===== config.mk =====
export PLATFORM = sky130hd
export DESIGN_NAME = spi_byte_port
export DESIGN_NICKNAME = d
export VERILOG_FILES = /design/src/rtl/spi_byte_pkg.sv /design/src/rtl/spi_bus_decode.sv /design/src/rtl/spi_cs_ctrl.sv /design/src/rtl/spi_shift_engine.sv /design/src/rtl/spi_byte_port.sv
export SDC_FILE = /design/constraint.sdc
export NUM_CORES = 1
export LEC_CHECK = 0
export CORE_ASPECT_RATIO = 0.7
export CORE_MARGIN = 3
export CORE_UTILIZATION = 52
export CTS_CLUSTER_SIZE = 12
export DETAILED_ROUTE_END_ITERATION = 12
export DONT_BUFFER_PORTS = 1
export PLACE_DENSITY = 0.67
export SYNTH_ARGS = -nofsm -noshare
export SYNTH_HDL_FRONTEND = slang
export SYNTH_SLANG_ARGS = --single-unit

===== constraint.sdc =====
create_clock -name clk -period 2.1 [get_ports clk]
set_input_delay 0 -clock clk [delete_from_list [all_inputs] [get_ports clk]]
set_output_delay 0 -clock clk [all_outputs]
set_load 0.005 [all_outputs]

===== src/rtl/spi_byte_pkg.sv =====
package spi_byte_pkg;

    localparam int unsigned BYTE_W = 8;

    typedef enum logic {
        ADDR_CTRL = 1'b0,
        ADDR_DATA = 1'b1
    } reg_addr_e;

    // control-register bit positions
    localparam int unsigned CTRL_CS_BIT     = 0;
    localparam int unsigned CTRL_RDTYPE_BIT = 1;
    localparam int unsigned CTRL_BUSY_BIT   = 2;

    typedef struct packed {
        logic              sel;
        logic              wr;
        reg_addr_e         addr;
        logic [BYTE_W-1:0] wdata;
    } bus_req_t;

    typedef struct packed {
        logic              ctrl_we;
        logic              cs_wbit;
        logic              start;
        logic [BYTE_W-1:0] tx_byte;
    } dec_out_t;

    function automatic logic [BYTE_W-1:0] pack_ctrl(input logic cs_level,
                                                    input logic rd_std,
                                                    input logic busy);
        logic [BYTE_W-1:0] v;
        v = '0;
        v[CTRL_CS_BIT]     = cs_level;
        v[CTRL_RDTYPE_BIT] = rd_std;
        v[CTRL_BUSY_BIT]   = busy;
        return v;
    endfunction

endpackage


===== src/rtl/spi_bus_decode.sv =====
module spi_bus_decode
    import spi_byte_pkg::*;
(
    input  bus_req_t req,
    input  logic     busy,
    output dec_out_t dec
);
    always_comb begin
        dec.ctrl_we = req.sel && req.wr && (req.addr == ADDR_CTRL);
        dec.cs_wbit = req.wdata[CTRL_CS_BIT];
        dec.start   = req.sel && req.wr && (req.addr == ADDR_DATA) && !busy;
        dec.tx_byte = req.wdata;
    end
endmodule


===== src/rtl/spi_cs_ctrl.sv =====
module spi_cs_ctrl (
    input  logic clk,
    input  logic rst,
    input  logic ctrl_we,
    input  logic cs_wbit,
    input  logic prog_en,
    output logic cs_n
);
    logic cs_req_q;

    always_ff @(posedge clk) begin
        if (rst) begin
            cs_req_q <= 1'b1;
            cs_n     <= 1'b1;
        end else begin
            if (ctrl_we)
                cs_req_q <= cs_wbit;
            // low only when requested low and enabled; the effective request
            // uses the incoming write so the line follows on the next clock
            cs_n <= !((ctrl_we ? !cs_wbit : !cs_req_q) && prog_en);
        end
    end
endmodule


===== src/rtl/spi_shift_engine.sv =====
module spi_shift_engine
    import spi_byte_pkg::*;
#(
    parameter int unsigned DIV = 4
) (
    input  logic              clk,
    input  logic              rst,
    input  logic              start,
    input  logic [BYTE_W-1:0] tx_byte,
    input  logic              miso,
    output logic              sck,
    output logic              mosi,
    output logic              busy,
    output logic [BYTE_W-1:0] rx_byte
);
    localparam int unsigned HALF = DIV / 2;
    localparam int unsigned CW   = (HALF > 1) ? $clog2(HALF) : 1;
    localparam int unsigned BW   = $clog2(BYTE_W + 1);

    generate
        if (DIV < 2 || (DIV % 2) != 0) begin : g_bad_div
            $error("DIV must be an even value of at least 2");
        end
    endgenerate

    logic [CW-1:0]     div_q;
    logic [BW-1:0]     bits_q;
    logic [BYTE_W-1:0] tx_q;
    logic [BYTE_W-1:0] rx_q;
    logic              phase_end;

    assign phase_end = (div_q == CW'(HALF - 1));
    assign mosi      = busy ? tx_q[BYTE_W-1] : 1'b0;

    always_ff @(posedge clk) begin
        if (rst) begin
            div_q   <= '0;
            bits_q  <= '0;
            tx_q    <= '0;
            rx_q    <= '0;
            rx_byte <= '0;
            sck     <= 1'b0;
            busy    <= 1'b0;
        end else if (!busy) begin
            if (start) begin
                tx_q   <= tx_byte;
                div_q  <= '0;
                bits_q <= '0;
                sck    <= 1'b0;
                busy   <= 1'b1;
            end
        end else if (!phase_end) begin
            div_q <= div_q + 1'b1;
        end else begin
            div_q <= '0;
            if (!sck) begin
                // rising edge: sample MISO
                sck    <= 1'b1;
                rx_q   <= {rx_q[BYTE_W-2:0], miso};
                bits_q <= bits_q + 1'b1;
                if (bits_q == BW'(BYTE_W - 1))
                    rx_byte <= {rx_q[BYTE_W-2:0], miso};
            end else begin
                // falling edge: present next bit or finish
                sck <= 1'b0;
                if (bits_q == BW'(BYTE_W))
                    busy <= 1'b0;
                else
                    tx_q <= {tx_q[BYTE_W-2:0], 1'b0};
            end
        end
    end
endmodule


===== src/rtl/spi_byte_port.sv =====
module spi_byte_port
    import spi_byte_pkg::*;
#(
    parameter int unsigned DIV = 4
) (
    input  logic       clk,
    input  logic       rst,
    input  logic       bus_sel,
    input  logic       bus_wr,
    input  logic       bus_addr,
    input  logic [7:0] bus_wdata,
    output logic [7:0] bus_rdata,
    input  logic       prog_en,
    input  logic       std_read_sel,
    output logic       spi_sck,
    output logic       spi_mosi,
    input  logic       spi_miso,
    output logic       spi_cs_n,
    output logic       xfer_busy
);
    bus_req_t          req;
    dec_out_t          dec;
    logic              data_start;
    logic [BYTE_W-1:0] rx_byte;

    assign req.sel   = bus_sel;
    assign req.wr    = bus_wr;
    assign req.addr  = reg_addr_e'(bus_addr);
    assign req.wdata = bus_wdata;

    spi_bus_decode u_dec (
        .req  (req),
        .busy (xfer_busy),
        .dec  (dec)
    );

    assign data_start = dec.start;

    spi_cs_ctrl u_cs (
        .clk     (clk),
        .rst     (rst),
        .ctrl_we (dec.ctrl_we),
        .cs_wbit (dec.cs_wbit),
        .prog_en (prog_en),
        .cs_n    (spi_cs_n)
    );

    spi_shift_engine #(.DIV(DIV)) u_eng (
        .clk     (clk),
        .rst     (rst),
        .start   (data_start),
        .tx_byte (dec.tx_byte),
        .miso    (spi_miso),
        .sck     (spi_sck),
        .mosi    (spi_mosi),
        .busy    (xfer_busy),
        .rx_byte (rx_byte)
    );

    always_comb begin
        case (req.addr)
            ADDR_CTRL: bus_rdata = pack_ctrl(spi_cs_n, std_read_sel, xfer_busy);
            default:   bus_rdata = rx_byte;
        endcase
    end
endmodule


After elaboration in Yosys (flattened, before gate mapping)
Index checks and enable logic that the tools add are counted.

Add/sub/neg operators: 2. Equal/unequal tests: 6. Multiplexer cells: 23. Bitwise operators: 2. Reductions and logical operators: 15.

Operator list (count): 8-bit two-way mux (6); 4-bit two-way mux (4); 1-bit two-way mux (13); 4-bit AND reduction (2); 2-bit inequality test (second input constant) (3); 3-bit AND reduction (2); 1-bit logical AND (5); 4-bit by 1-bit adder with 4-bit output (second input constant) (1); 4-bit by 3-bit equality test with 1-bit output (second input constant) (1); 4-bit equality test (second input constant) (1); 1-bit zero test (4); 2-bit by 1-bit inequality test with 1-bit output (second input constant) (1); 1-bit inverter (2); 2-bit AND reduction (1); 2-bit nonzero test (1); 1-bit adder (second input constant) (1).

Flip-flop bits (word level): 32. Input bits: 16. Output and inout bits: 12. Logic and storage cells: 57.

Logic depth before layout (Yosys ltp)
Gate-level depths: netlist (run 1).

Depth in word-level cells: 5. Mapped depth: 5.

Modules after synthesis
From an unflattened synthesis (run 1), not the netlist that was laid out.

Cells, all modules: 180. Area, all modules: 1630.3 um^2.

By module, submodules not included: spi_shift_engine (times used 1, cells each 156, area an instance 1408.9 um^2); spi_bus_decode (times used 1, cells each 11, area an instance 86.3 um^2); spi_byte_port (times used 1, cells each 8, area an instance 71.3 um^2); spi_cs_ctrl (times used 1, cells each 5, area an instance 63.8 um^2).

Worst setup path after synthesis (run 1)
No wires, ideal clock.

Path type: reg2reg. From: reg u_eng.bits_q[0]. To: reg u_eng.tx_q[1]. Setup time: 0.121 ns. Arrival time: 1.345 ns. Setup slack: 0.634 ns. Cell stages (with the launch flop): 6. Path buffers: 0. Period minus slack after synthesis: 1.466 ns. Cells stage by stage: dfxtp_1 -> inv_1 -> ha_1 -> nand3b_4 -> a41oi_4 -> mux2_2.

Cells in the longest elaborated chain, start to end: 3.

RTL lines: from (decl) (RTL line spi_shift_engine.sv:27) `logic [BW-1:0] bits_q;`; from (signal assigned) (RTL line spi_shift_engine.sv:60) `bits_q <= bits_q + 1'b1;`; 4-bit equality test (RTL line spi_shift_engine.sv:66) `if (bits_q == BW'(BYTE_W))`; 2-bit inequality test (no source line); 4-bit AND reduction (no source line); to (signal assigned) (RTL line spi_shift_engine.sv:46) `tx_q <= tx_byte;`; to (signal assigned) (RTL line spi_shift_engine.sv:69) `tx_q <= {tx_q[BYTE_W-2:0], 1'b0};`; to (decl) (RTL line spi_shift_engine.sv:28) `logic [BYTE_W-1:0] tx_q;`.

No other way between the ends. A chain may end at the register's enable or synchronous reset.

Worst setup path after layout (run 1)
From: reg u_eng.busy. To: reg u_eng.rx_byte[0].

Cells in the longest elaborated chain, start to end: 1.

RTL lines: from (decl) (RTL line spi_shift_engine.sv:13) `output logic busy,`; from (signal assigned) (RTL line spi_shift_engine.sv:43) `busy <= 1'b0;`; from (signal assigned) (RTL line spi_shift_engine.sv:50) `busy <= 1'b1;`; from (signal assigned) (RTL line spi_shift_engine.sv:67) `busy <= 1'b0;`; 4-bit AND reduction (no source line); to (signal assigned) (RTL line spi_shift_engine.sv:62) `rx_byte <= {rx_q[BYTE_W-2:0], miso};`; to (decl) (RTL line spi_shift_engine.sv:14) `output logic [BYTE_W-1:0] rx_byte`.

No other way between the ends.

==> results of run 1 <==
## power by group
group / switching (mW) / internal, mW / total [mW]
logic: 0.0412 / 0.0491 / 0.0902
clock network: 0.243 / 0.351 / 0.594
registers: 0.00687 / 0.616 / 0.623
## state kept, by name, summed over array words and instances, names as in the netlist, 4 cells and up
name	count
u_eng.bits_q	4
u_eng.rx_byte	8
u_eng.tx_q	8
u_eng.rx_q	7
## synthesized netlist by cell type
| cell | n |
|---|---|
| a21oi_1 | 18 |
| a31oi_1 | 3 |
| a41oi_4 | 1 |
| and2_1 | 6 |
| and3b_1 | 1 |
| and3b_2 | 1 |
| and4b_1 | 1 |
| buf_2 | 1 |
| buf_4 | 3 |
| clkbuf_1 | 8 |
| dfxtp_1 | 32 |
| ha_1 | 2 |
| inv_1 | 2 |
| mux2_2 | 10 |
| mux2i_1 | 9 |
| nand2_1 | 17 |
| nand2b_1 | 2 |
| nand3_1 | 16 |
| nand3b_1 | 5 |
| nand3b_4 | 1 |
| nand4b_1 | 2 |
| nor2_1 | 8 |
| nor2b_1 | 7 |
| nor3_1 | 2 |
| o21ai_0 | 8 |
| or3_1 | 1 |
| or3b_1 | 1 |
| xnor2_1 | 1 |
## worst max-delay path, stage by stage (launching register included)
cell	delay, ns
dfxtp_1	0.36
buf_4	0.23
nand3b_1	0.33
o21ai_0	0.27
a21oi_1	0.08
dlygate4sd3_1	0.55
## repair_timing
action	CTS	global route
hold endpoints to repair	31	0
setup endpoints to repair	0	1
gates resized for setup	0	1
hold buffers	15	0
## layout make-up
cell class                 count  area, µm²
fill                         203        813
multi-input combinational    123        811
sequential                    32        641
timing repair buffer          18        183
clock buffer                   5       68.8
clock inverter                 3       42.5
tap                           34       42.5
inverter                       2       7.51
## metrics by stage
| step | setup slack [ns] | instance area, µm² | power, mW | hold slack, ns | util (%) |
|---|---|---|---|---|---|
| floorplan | 0.634 | 1520 | 0.693 | 0.0869 | - |
| global placement | 0.561 | 1520 | 0.689 | 0.0730 | 58.4 |
| detailed placement | 0.475 | 1520 | 0.691 | 0.0747 | 58.4 |
| CTS | 0.0207 | 1790 | 1.31 | 0.00620 | 68.8 |
| global route | 0.0683 | 1800 | 1.35 | 0.0326 | 68.8 |
| finish | 0.180 | 1800 | 1.31 | 0.00554 | 68.8 |
## logic make-up (layout without fill, tap and decap cells)
group	after synthesis	count (layout)	synth area share (%)
XOR/XNOR	1	1	0.578
adder cells (fa/ha/maj)	2	2	1.65
AND/OR/NAND/NOR	71	71	26.2
multiplexers	19	19	13.4
buffers and inverters	14	28	4.29
AO/OA/AOI/OAI	30	30	11.6
flip-flops	32	32	42.3
## final timing paths
kind | end | from | slack [ns] | cells past startpoint
worst min register to register | u_eng.rx_q[6]$_SDFFE_PP0P_ | u_eng.rx_q[5]$_SDFFE_PP0P_ | 0.47 | 2
worst max register to register | u_eng.rx_byte[0]$_SDFFE_PP0P_ | u_eng.busy$_SDFF_PP0_ | 0.18 | 5
worst max-delay path | u_eng.rx_byte[0]$_SDFFE_PP0P_ | u_eng.busy$_SDFF_PP0_ | 0.18 | 5
worst min-delay path | u_eng.tx_q[4]$_SDFFE_PP0P_ | rst | 0.006 | 2
## per-layer routing
metal / GRT usage (%) / routed length [µm] / vias to the layer above
met5: 0 / 0 / -
met4: 7.01 / 41 / 0
met3: 9.43 / 314 / 5
met2: 27.5 / 1340 / 36
met1: 28.2 / 1590 / 561
li1: - / - / 614
==> summary.txt, run 1 <==
Status
  • Outcome: complete, no violations

Floorplan
  • Die ar.: 3610 µm²
  • Die H: 51.2 µm
  • Initial Util: 58.1%
  • Die W: 70.5 µm
  • Rows: 15
  • Core Box Area: 2610 µm²
  • Io pins: 28

Timing
  • Setup TNS: 0 ns
  • Final hold viol count: 0
  • Worst Max-Slew Pin Slew: 0.397 ns
  • Slew Viols, Final: 0
  • Period minus WS final: 1.92 ns
  • Final Setup Violations: 0
  • Tcrit/Tclk final: 91.4%
  • Max Clk Rate: 0.521 GHz
  • RSZ-0062 raised after global routing: no
  • Normalized max-slew margin: 73.4%
  • Worst Clk Skew: 0.00975 ns

Yosys
  • Seq/Total Area, Yosys: 42.3%
  • Flop and latch count out of synthesis: 32
  • Synth top area share: 42.3%
  • Synthesized instance count: 169
  • Post-synth top area cell: dfxtp_1
  • Synth Net Count: 187
  • Syn_area_per_cell: 8.97 µm²
  • Synth top area cells: dfxtp_1 42%, mux2_2 7.4%, a21oi_1 5.9%
  • Post-Syn Area: 1520 µm²
  • Yosys cell types: 28
  • Synth warn: 0

GRT
  • Pin count of the biggest net entering global routing: 39
  • Initial antenna violation count: 0
  • Total GRT Usage: 20.4%
  • Vias in the first global route: 1118
  • First-pass GRT wire length: 5.53 mm
  • Global route overflow: 0

Drt
  • Detail Route Antenna Nets: 0
  • 1st-iter DRT viols: 75
  • Vias per inst: 5.60
  • Routed wire per std cell: 15.2 µm
  • Final WL: 3.29 mm
  • Routed via count: 1216
  • # DRC: 0
  • DR pass1 iterations: 4

Cells and area
  • Most frequent cells in the layout: 32 x dfxtp_1, 18 x a21oi_1, 17 x nand2_1
  • # diodes: 0
  • Post-layout net count: 200
  • P&R area growth vs syn: 18.5%
  • Commonest non-fill, non-tap cell in the layout: dfxtp_1
  • Layout cells sized above 1: 14.2%
  • Final std cells w/o fill: 217

Clock tree
  • H-tree Lvls: 2
  • Post-CTS setup buffer count: 0
  • Clock tree from TritonCTS: built
  • Clock-pin slew on the worst setup and hold paths: 0.07 ns
  • CTS sink count: 32
  • Total CTS buffers: 5
  • Worst-skew pair later-pin latency: 0.29 ns
  • Clk buf depth: 2
  • Root buffer cell: clkbuf_8

Setup path
  • Worst endpoint required time: 2.29 ns
  • Critical path peak fanout: 13
  • Crit path launch type: flop
  • Crit path kind: flop to flop
  • CP Data Arrival Time: 2.11 ns
  • Critical Path Sink Type: flop

Placement
  • Placed cell count: 194
  • GPL Wtd Cong: 0.740
  • HPWL reported at the end of detailed placement: 2.07 mm
  • IO Port Bufs: 0

Min path
  • Hold WC Path Type: primary input to flop

Power
  • Lkg Pwr: 0.629 nW
  • PwrDens: 728 nW/µm²
  • Worst vdd ir: 474 µV

Run
  • Maxcap violations: 0
Power figures use the tool's default switching activity.
==> run 2: changes to the inputs <==
Settings changed: ABC_AREA from default to 1.
==> run 2 against run 1 <==
Design area is 5.0% lower. Routed wire length fell by 2.0%. Power down 0.17%. Global-route usage up 0.51 points. Final cell count grew 18%. Synthesized cell count grew 24%. Critical path depth increased by 3. Setup slack improved by 0.32 ns. Sequential share of layout area increased by 1.9 points. Fmax grew 20%. Critical path type unchanged. Critical endpoint is now u_eng.tx_q[4]$_SDFFE_PP0P_.
==> summary.txt, run 2 <==
Power
  • Power share of the combinational group: 7.4% (was 6.9%)
  • Net Switching: 0.290 mW (was 0.291 mW)
  • Clk network pwr share: 43.9% (was 45.5%)
  • PwrDens: 765 nW/µm² (was 728 nW/µm²)
  • Worst vdd ir: 518 µV (was 474 µV)
  • Sw Share: 22.3% (about the same)
  • Seq pwr share: 48.7% (was 47.6%)
  • Lkg Pwr: 0.784 nW (was 0.629 nW)
  • Cell Int Power: 1.01 mW (was 1.02 mW)

Yosys
  • Synth warn: 0 (unchanged)
  • Synth top area share: 42.9% (was 42.3%)
  • Seq/Total Area, Yosys: 42.9% (was 42.3%)
  • Syn_area_per_cell: 7.11 µm² (was 8.97 µm²)
  • Post-Syn Area: 1490 µm² (was 1520 µm²)
  • Commonest cells in the netlist: 44 x nand2_1, 32 x dfxtp_1, 29 x a21oi_1 (was 32 x dfxtp_1, 18 x a21oi_1, 17 x nand2_1)
  • Flop and latch count out of synthesis: 32 (unchanged)
  • Post-synth EDFFs: 0 (unchanged)
  • FFs w/ async S/R, synth: 0% (unchanged)
  • Synthesized instance count: 210 (was 169)
  • Post-synth top area cell: dfxtp_1 (unchanged)
  • Synth top area cells: dfxtp_1 43%, nand2_1 11%, a21oi_1 9.7% (was dfxtp_1 42%, mux2_2 7.4%, a21oi_1 5.9%)
  • Count leader, synth: nand2_1 (was dfxtp_1)
  • Synth Net Count: 228 (was 187)
  • Yosys cell types: 22 (was 28)
  • Post-synth top flop: dfxtp_1 (unchanged)

Drt
  • Routed wire per std cell: 12.6 µm (was 15.2 µm)
  • Vias per inst: 5.16 (was 5.60)
  • Routed via count: 1320 (was 1216)
  • Final WL: 3.22 mm (was 3.29 mm)
  • Detail Route Antenna Nets: 0 (unchanged)
  • 1st-iter DRT viols: 137 (was 75)
  • DR pass1 iterations: 4 (unchanged)
  • # DRC: 0 (unchanged)

Timing
  • Final Setup Violations: 0 (unchanged)
  • Worst Max-Slew Pin Slew: 0.612 ns (was 0.397 ns)
  • Normalized max-slew margin: 59.2% (was 73.4%)
  • Worst Clk Skew: 0.00841 ns (was 0.00975 ns)
  • Final WS setup: 0.497 ns (was 0.180 ns)
  • RSZ-0062 raised after global routing: no (unchanged)
  • Final hold viol count: 0 (unchanged)
  • Setup TNS: 0 ns (unchanged)
  • Slew Viols, Final: 0 (unchanged)
  • Max Clk Rate: 0.624 GHz (was 0.521 GHz)
  • Tcrit/Tclk final: 76.3% (was 91.4%)
  • Period minus WS final: 1.60 ns (was 1.92 ns)

Clock tree
  • Worst-skew pair later-pin latency: 0.28 ns (was 0.29 ns)
  • Total CTS buffers: 5 (unchanged)
  • Clock tree from TritonCTS: built (unchanged)
  • Clk buf depth: 2 (unchanged)
  • H-tree Lvls: 2 (unchanged)
  • Clock-pin slew on the worst setup and hold paths: 0.07 ns (about the same)
  • CTS sink count: 32 (unchanged)
  • Root buffer cell: clkbuf_8 (unchanged)
  • Post_cts resized: 0 (unchanged)

Setup path
  • Reg-to-reg slack, setup: 0.50 ns (was 0.18 ns)
  • Crit path kind: flop to flop (unchanged)
  • RR Startpoint: u_eng.bits_q[0]$_SDFFE_PP0P_ (was u_eng.busy$_SDFF_PP0_)
  • Crit path launch type: flop (unchanged)
  • CP cell instances: inv_1 > ha_1 > nand3_1 > nand2_1 > nand2_1 > nand3_1 > nand2_1 > nor2_1 (was buf_4 > nand3b_1 > o21ai_0 > a21oi_1 > dlygate4sd3_1)
  • Crit path max-delay family: simple AND/OR/NAND/NOR gates (was buffers and inverters)
  • Most used cell, CP: nand2_1
  • Reg2Reg Depth: 8 (was 5)
  • Worst path depth: 8 (was 5)
  • Worst endpoint required time: 2.27 ns (was 2.29 ns)
  • Critical path peak fanout: 16 (was 13)
  • Crit. Startpoint: u_eng.bits_q[0]$_SDFFE_PP0P_ (was u_eng.busy$_SDFF_PP0_)
  • CP Buf/Inv Count: 1 (was 2)
  • Critical Path Sink Type: flop (unchanged)
  • CP Data Arrival Time: 1.78 ns (was 2.11 ns)
  • Worst setup endpoint: u_eng.tx_q[4]$_SDFFE_PP0P_ (was u_eng.rx_byte[0]$_SDFFE_PP0P_)
  • FF-to-FF End: u_eng.tx_q[4]$_SDFFE_PP0P_ (was u_eng.rx_byte[0]$_SDFFE_PP0P_)
  • Worst path slowest cell: dfxtp_1 (was dlygate4sd3_1)
  • CP max stage delay: 0.39 ns (was 0.55 ns)

Cells and area
  • FF/Latch Area: 641 µm² (unchanged)
  • Area of the multi-input gates: 697 µm² (was 811 µm²)
  • # fillers: 237 (was 203)
  • Commonest non-fill, non-tap cell in the layout: nand2_1 (was dfxtp_1)
  • Layout cells sized above 1: 8.11% (was 14.2%)
  • Most frequent cells in the layout: 44 x nand2_1, 32 x dfxtp_1, 29 x a21oi_1 (was 32 x dfxtp_1, 18 x a21oi_1, 17 x nand2_1)
  • Post-layout net count: 239 (was 200)
  • # diodes: 0 (unchanged)
  • P&R area growth vs syn: 14.2% (was 18.5%)
  • Top Registers: u_eng.rx_byte x8, u_eng.tx_q x8, u_eng.rx_q x7 (unchanged)

Placement
  • HPWL reported at the end of detailed placement: 2.20 mm (was 2.07 mm)
  • IO Port Bufs: 0 (unchanged)
  • GPL Wtd Cong: 0.854 (was 0.740)
  • DP Worst Slack: 0.542 ns (was 0.475 ns)

Run
  • Maxcap violations: 0 (unchanged)

GRT
  • Total GRT Usage: 20.9% (was 20.4%)
  • First-pass GRT wire length: 5.91 mm (was 5.53 mm)
  • Pin count of the biggest net entering global routing: 23 (was 39)
  • Initial antenna violation count: 0 (unchanged)
  • Vias in the first global route: 1239 (was 1118)
  • Global route overflow: 0 (unchanged)

Min path
  • Hold WC Path Type: primary input to flop (unchanged)

Floorplan
  • Core Box Area: 2590 µm² (was 2610 µm²)
  • Initial Util: 57.7% (was 58.1%)
  • Io pins: 28 (unchanged)
  • Die W: 70.1 µm (was 70.5 µm)
  • Die H: 50.8 µm (was 51.2 µm)
  • Rows: 15 (unchanged)
  • Die ar.: 3560 µm² (was 3610 µm²)

Status
  • Outcome: complete, no violations (unchanged)
-- run 2: changes by cell type in the layout (fill, tap and decap cells not counted), sizes merged, moves of 5 or more --
cell    delta
nor2b      -7
o21ai      +8
nand3b     -6
mux2      -10
and2       -6
nand2     +31
nor2      +19
mux2i      -9
inv       +21
a21oi     +11
nand3      +5
-- run 2: logic make-up (layout without fill, tap and decap cells) --
| kind of cell | count (synthesis) | after routing | synth area share [%] |
|---|---|---|---|
| AOI/OAI and AO/OA | 46 | 46 | 15.6 |
| adders and majority gates | 2 | 2 | 1.67 |
| buffers and inverters | 33 | 45 | 10.5 |
| DFF | 32 | 32 | 42.9 |
| and+or+nand+nor | 97 | 97 | 29.4 |
-- run 2: cell type report --
cell class	instances	share of cell area (%)
clock buffer	6	4.26
clock inverter	2	2.05
inverter	24	5.28
multi-input combinational	145	40.9
sequential	32	37.6
tap	34	2.49
timing repair buffer	13	7.48
-- run 2: how the worst min path moves through the flow --
| stage | startpoint | endpoint | slack, ns | depth (start not counted) |
|---|---|---|---|---|
| global placement | rst | u_eng.rx_byte[3]$_SDFFE_PP0P_ | 0.07 | 1 |
| floorplan | prog_en | u_cs.cs_n$_SDFF_PP1_ | 0.08 | 1 |
| finish | bus_wdata[3] | u_eng.tx_q[3]$_SDFFE_PP0P_ | 0.003 | 4 |
| detailed placement | rst | u_eng.sck$_SDFFE_PP0P_ | 0.07 | 1 |
| CTS | bus_wdata[3] | u_eng.tx_q[3]$_SDFFE_PP0P_ | 0.00009 | 4 |
| global route | bus_wdata[3] | u_eng.tx_q[3]$_SDFFE_PP0P_ | 0.06 | 4 |
-- run 2: metrics by stage --
step / instance area, µm² / power, mW / hold slack (ns) / util [%] / instances
2_1_floorplan: 1490 / 0.716 / 0.0841 / - / 210
3_3_place_gp: 1480 / 0.720 / 0.0703 / 57.1 / 236
3_5_place_dp: 1480 / 0.722 / 0.0735 / 57.1 / 236
4_1_cts: 1710 / 1.31 / 0.0000915 / 65.8 / 256
5_1_grt: 1710 / 1.36 / 0.0579 / 65.8 / 256
6_report: 1710 / 1.30 / 0.00307 / 65.8 / 256
-- run 2: routing by layer --
| metal | part of all wire, % | GRT usage [%] |
|---|---|---|
| met4 | 0.75 | 7.96 |
| met3 | 6.1 | 5.70 |
| met2 | 40 | 28.1 |
| met1 | 53 | 31.3 |
| met5 | 0 | 0 |
-- run 2: power by group through the flow --
| stage | Sequential (mW) | Combinational (mW) | Clock, mW |
|---|---|---|---|
| 3_3_place_gp | 0.648 | 0.0719 | 0 |
| 6_report | 0.635 | 0.0969 | 0.573 |
| 4_1_cts | 0.634 | 0.0959 | 0.581 |
| 2_1_floorplan | 0.645 | 0.0717 | 0 |
| 3_5_place_dp | 0.648 | 0.0743 | 0 |
| 5_1_grt | 0.637 | 0.111 | 0.612 |
-- run 2: timing repair --
action,4_1_cts,5_1_grt
hold buffers,12,0
endpoints found under the hold margin,21,0
buffers inserted,0,0
-- run 2: worst reg2reg max path: stages (launching register included) --
cell and delay [ns]:
dfxtp_1 0.39, inv_1 0.09, ha_1 0.20, nand3_1 0.10, nand2_1 0.06, nand2_1 0.39
nand3_1 0.14, nand2_1 0.09, nor2_1 0.05
==> run 3: changes to the inputs <==
Settings changed: PLACE_DENSITY 0.67 to 0.7.
Clock period 2.1 ns to 1.3 ns, I/O delays scaled along.
==> run 3 against run 2 <==
Power is 65% higher. Core utilization rose by 6.2 points. First-iteration DRC count shrank 30%. Critical path depth decreased by 2. Setup slack worse by 0.44 ns. Global-route usage grew 0.58 points. Routed wire length grew 11%. Clock skew shrank 0.0061 ns. Count of clock-buffer cells in the layout stayed put. Largest cell class unchanged.
==> summary.txt, run 3 (same netlist as run 2, synthesis figures left out) <==
Status
  • Outcome: complete, no violations (unchanged)

Setup path
  • Crit path launch type: primary input (was flop)
  • Worst endpoint required time: 1.48 ns (was 2.27 ns)
  • Crit path kind: primary input to flop (was flop to flop)
  • Reg2Reg Depth: 6 (was 8)
  • Critical Path Sink Type: flop (unchanged)
  • Crit. Startpoint: bus_addr (was u_eng.bits_q[0]$_SDFFE_PP0P_)
  • RR Startpoint: u_eng.sck$_SDFFE_PP0P_ (was u_eng.bits_q[0]$_SDFFE_PP0P_)
  • CP Data Arrival Time: 1.42 ns (was 1.78 ns)
  • Critical path peak fanout: 9 (was 16)

Cells and area
  • Layout cells sized above 1: 17.9% (was 8.11%)
  • Post-layout net count: 251 (was 239)
  • Commonest non-fill, non-tap cell in the layout: nand2_1 (unchanged)
  • Top Registers: u_eng.rx_byte x8, u_eng.tx_q x8, u_eng.rx_q x7 (unchanged)
  • # diodes: 0 (unchanged)
  • Area of the multi-input gates: 759 µm² (was 697 µm²)
  • P&R area growth vs syn: 25.0% (was 14.2%)
  • Most frequent cells in the layout: 41 x nand2_1, 29 x dfxtp_1, 24 x nor2_1, 24 x a21oi_1, 21 x inv_1 (was 44 x nand2_1, 32 x dfxtp_1, 29 x a21oi_1)
  • FF/Latch Area: 647 µm² (was 641 µm²)
  • Final Instance Area: 1870 µm² (was 1710 µm²)
  • Final std cells w/o fill: 268 (was 256)
  • Final core occ: 72.1% (was 65.8%)
  • # fillers: 201 (was 237)

Floorplan
  • Die H: 50.8 µm (unchanged)
  • Initial Util: 57.7% (unchanged)
  • Rows: 15 (unchanged)
  • Die W: 70.1 µm (unchanged)
  • Core Box Area: 2590 µm² (unchanged)
  • Die ar.: 3560 µm² (unchanged)
  • Io pins: 28 (unchanged)

GRT
  • First-pass GRT wire length: 5.97 mm (was 5.91 mm)
  • Vias in the first global route: 1315 (was 1239)
  • Initial antenna violation count: 0 (unchanged)
  • Global route overflow: 0 (unchanged)
  • Total GRT Usage: 21.5% (was 20.9%)
  • Pin count of the biggest net entering global routing: 18 (was 23)

Timing
  • Setup TNS: 0 ns (unchanged)
  • Final WS setup: 0.0606 ns (was 0.497 ns)
  • Max Clk Rate: 0.807 GHz
  • Normalized max-slew margin: 68.9% (was 59.2%)
  • Tcrit/Tclk final: 95.3%
  • Worst Clk Skew: 0.00235 ns (was 0.00841 ns)
  • RSZ-0062 raised after global routing: no (unchanged)
  • Final hold viol count: 0 (unchanged)
  • Slew Viols, Final: 0 (unchanged)
  • Worst Max-Slew Pin Slew: 0.467 ns (was 0.612 ns)
  • Period minus WS final: 1.24 ns
  • Final Setup Violations: 0 (unchanged)
  • Worst hold margin: 0.0832 ns (was 0.00307 ns)

Clock tree
  • Clock tree from TritonCTS: built (unchanged)
  • Clk buf depth: 2 (unchanged)
  • CTS sink count: 32 (unchanged)
  • Worst-skew pair later-pin latency: 0.29 ns (was 0.28 ns)
  • Total CTS buffers: 5 (unchanged)
  • Clock-pin slew on the worst setup and hold paths: 0.07 ns (about the same)
  • H-tree Lvls: 2 (unchanged)
  • Root buffer cell: clkbuf_8 (unchanged)

Run
  • Maxcap violations: 0 (unchanged)

Placement
  • IO Port Bufs: 0 (unchanged)
  • DP Worst Slack: -0.0575 ns (was 0.542 ns)
  • HPWL reported at the end of detailed placement: 2.32 mm (was 2.20 mm)
  • Dpl cell area: 1550 µm² (was 1480 µm²)
  • Placed cell count: 245 (was 236)
  • GPL Wtd Cong: 0.815 (was 0.854)

Drt
  • Vias per inst: 5.38 (was 5.16)
  • Routed wire per std cell: 13.3 µm (was 12.6 µm)
  • Routed via count: 1443 (was 1320)
  • 1st-iter DRT viols: 96 (was 137)
  • Detail Route Antenna Nets: 0 (unchanged)
  • Final WL: 3.56 mm (was 3.22 mm)
  • DR pass1 iterations: 4 (unchanged)
  • # DRC: 0 (unchanged)

Power
  • PwrDens: 1160 nW/µm² (was 765 nW/µm²)
  • Worst vdd ir: 658 µV (was 518 µV)
  • Lkg Pwr: 0.876 nW (was 0.784 nW)
  • Pwr Total: 2.16 mW (was 1.30 mW)

Min path
  • HP Start: bus_addr (was bus_wdata[3])
  • Hold WC Path Type: primary input to output port (was primary input to flop)
  • Hold Crit Depth: 2 (was 4)
[run 3: worst paths after layout]
check | endpoint | slack (ns)
setup reg to reg | u_eng.bits_q[2]$_SDFFE_PP0P_ | 0.10
hold / removal | bus_rdata[4] | 0.08
hold reg to reg | u_eng.rx_byte[1]$_SDFFE_PP0P_ | 0.46
setup / recovery | u_cs.cs_n$_SDFF_PP1_ | 0.06
[run 3: timing repair]
| action | in CTS | in global routing |
|---|---|---|
| setup endpoints to repair | 10 | 14 |
| gates resized for setup | 4 | 17 |
| cloned | 0 | 1 |
| endpoints found under the hold margin | 23 | 0 |
| buffers inserted | 0 | 1 |
| pin swaps | 0 | 4 |
| hold buffers | 13 | 0 |
[run 3: final cells by class]
class	count	share of cell area (%)
multi-input cells	146	40.7
flip-flops and latches	32	34.7
repair buffers	24	11.7
inverters	24	4.89
clock buffers	6	3.89
well taps	34	2.28
clock inverters	2	1.88
[run 3: critical path, stage by stage]
cell           delay [ns]
dlygate4sd3_1        0.53
o21ai_0              0.15
nand2_1              0.06
dlygate4sd3_1        0.55
inv_1                0.07
nand3_1              0.06
[run 3: metal layers]
metal	vias up	track usage (%)	wire length, µm
li1	720	-	-
met1	643	27.7	1640
met2	72	32.9	1540
met3	8	8.45	316
met4	0	7.32	58
met5	-	0	0
[run 3: power breakdown]
group          switching (mW)  internal (mW)
registers              0.0211           1.00
logic                   0.105         0.0809
clock network           0.377          0.568
total                   0.503           1.65
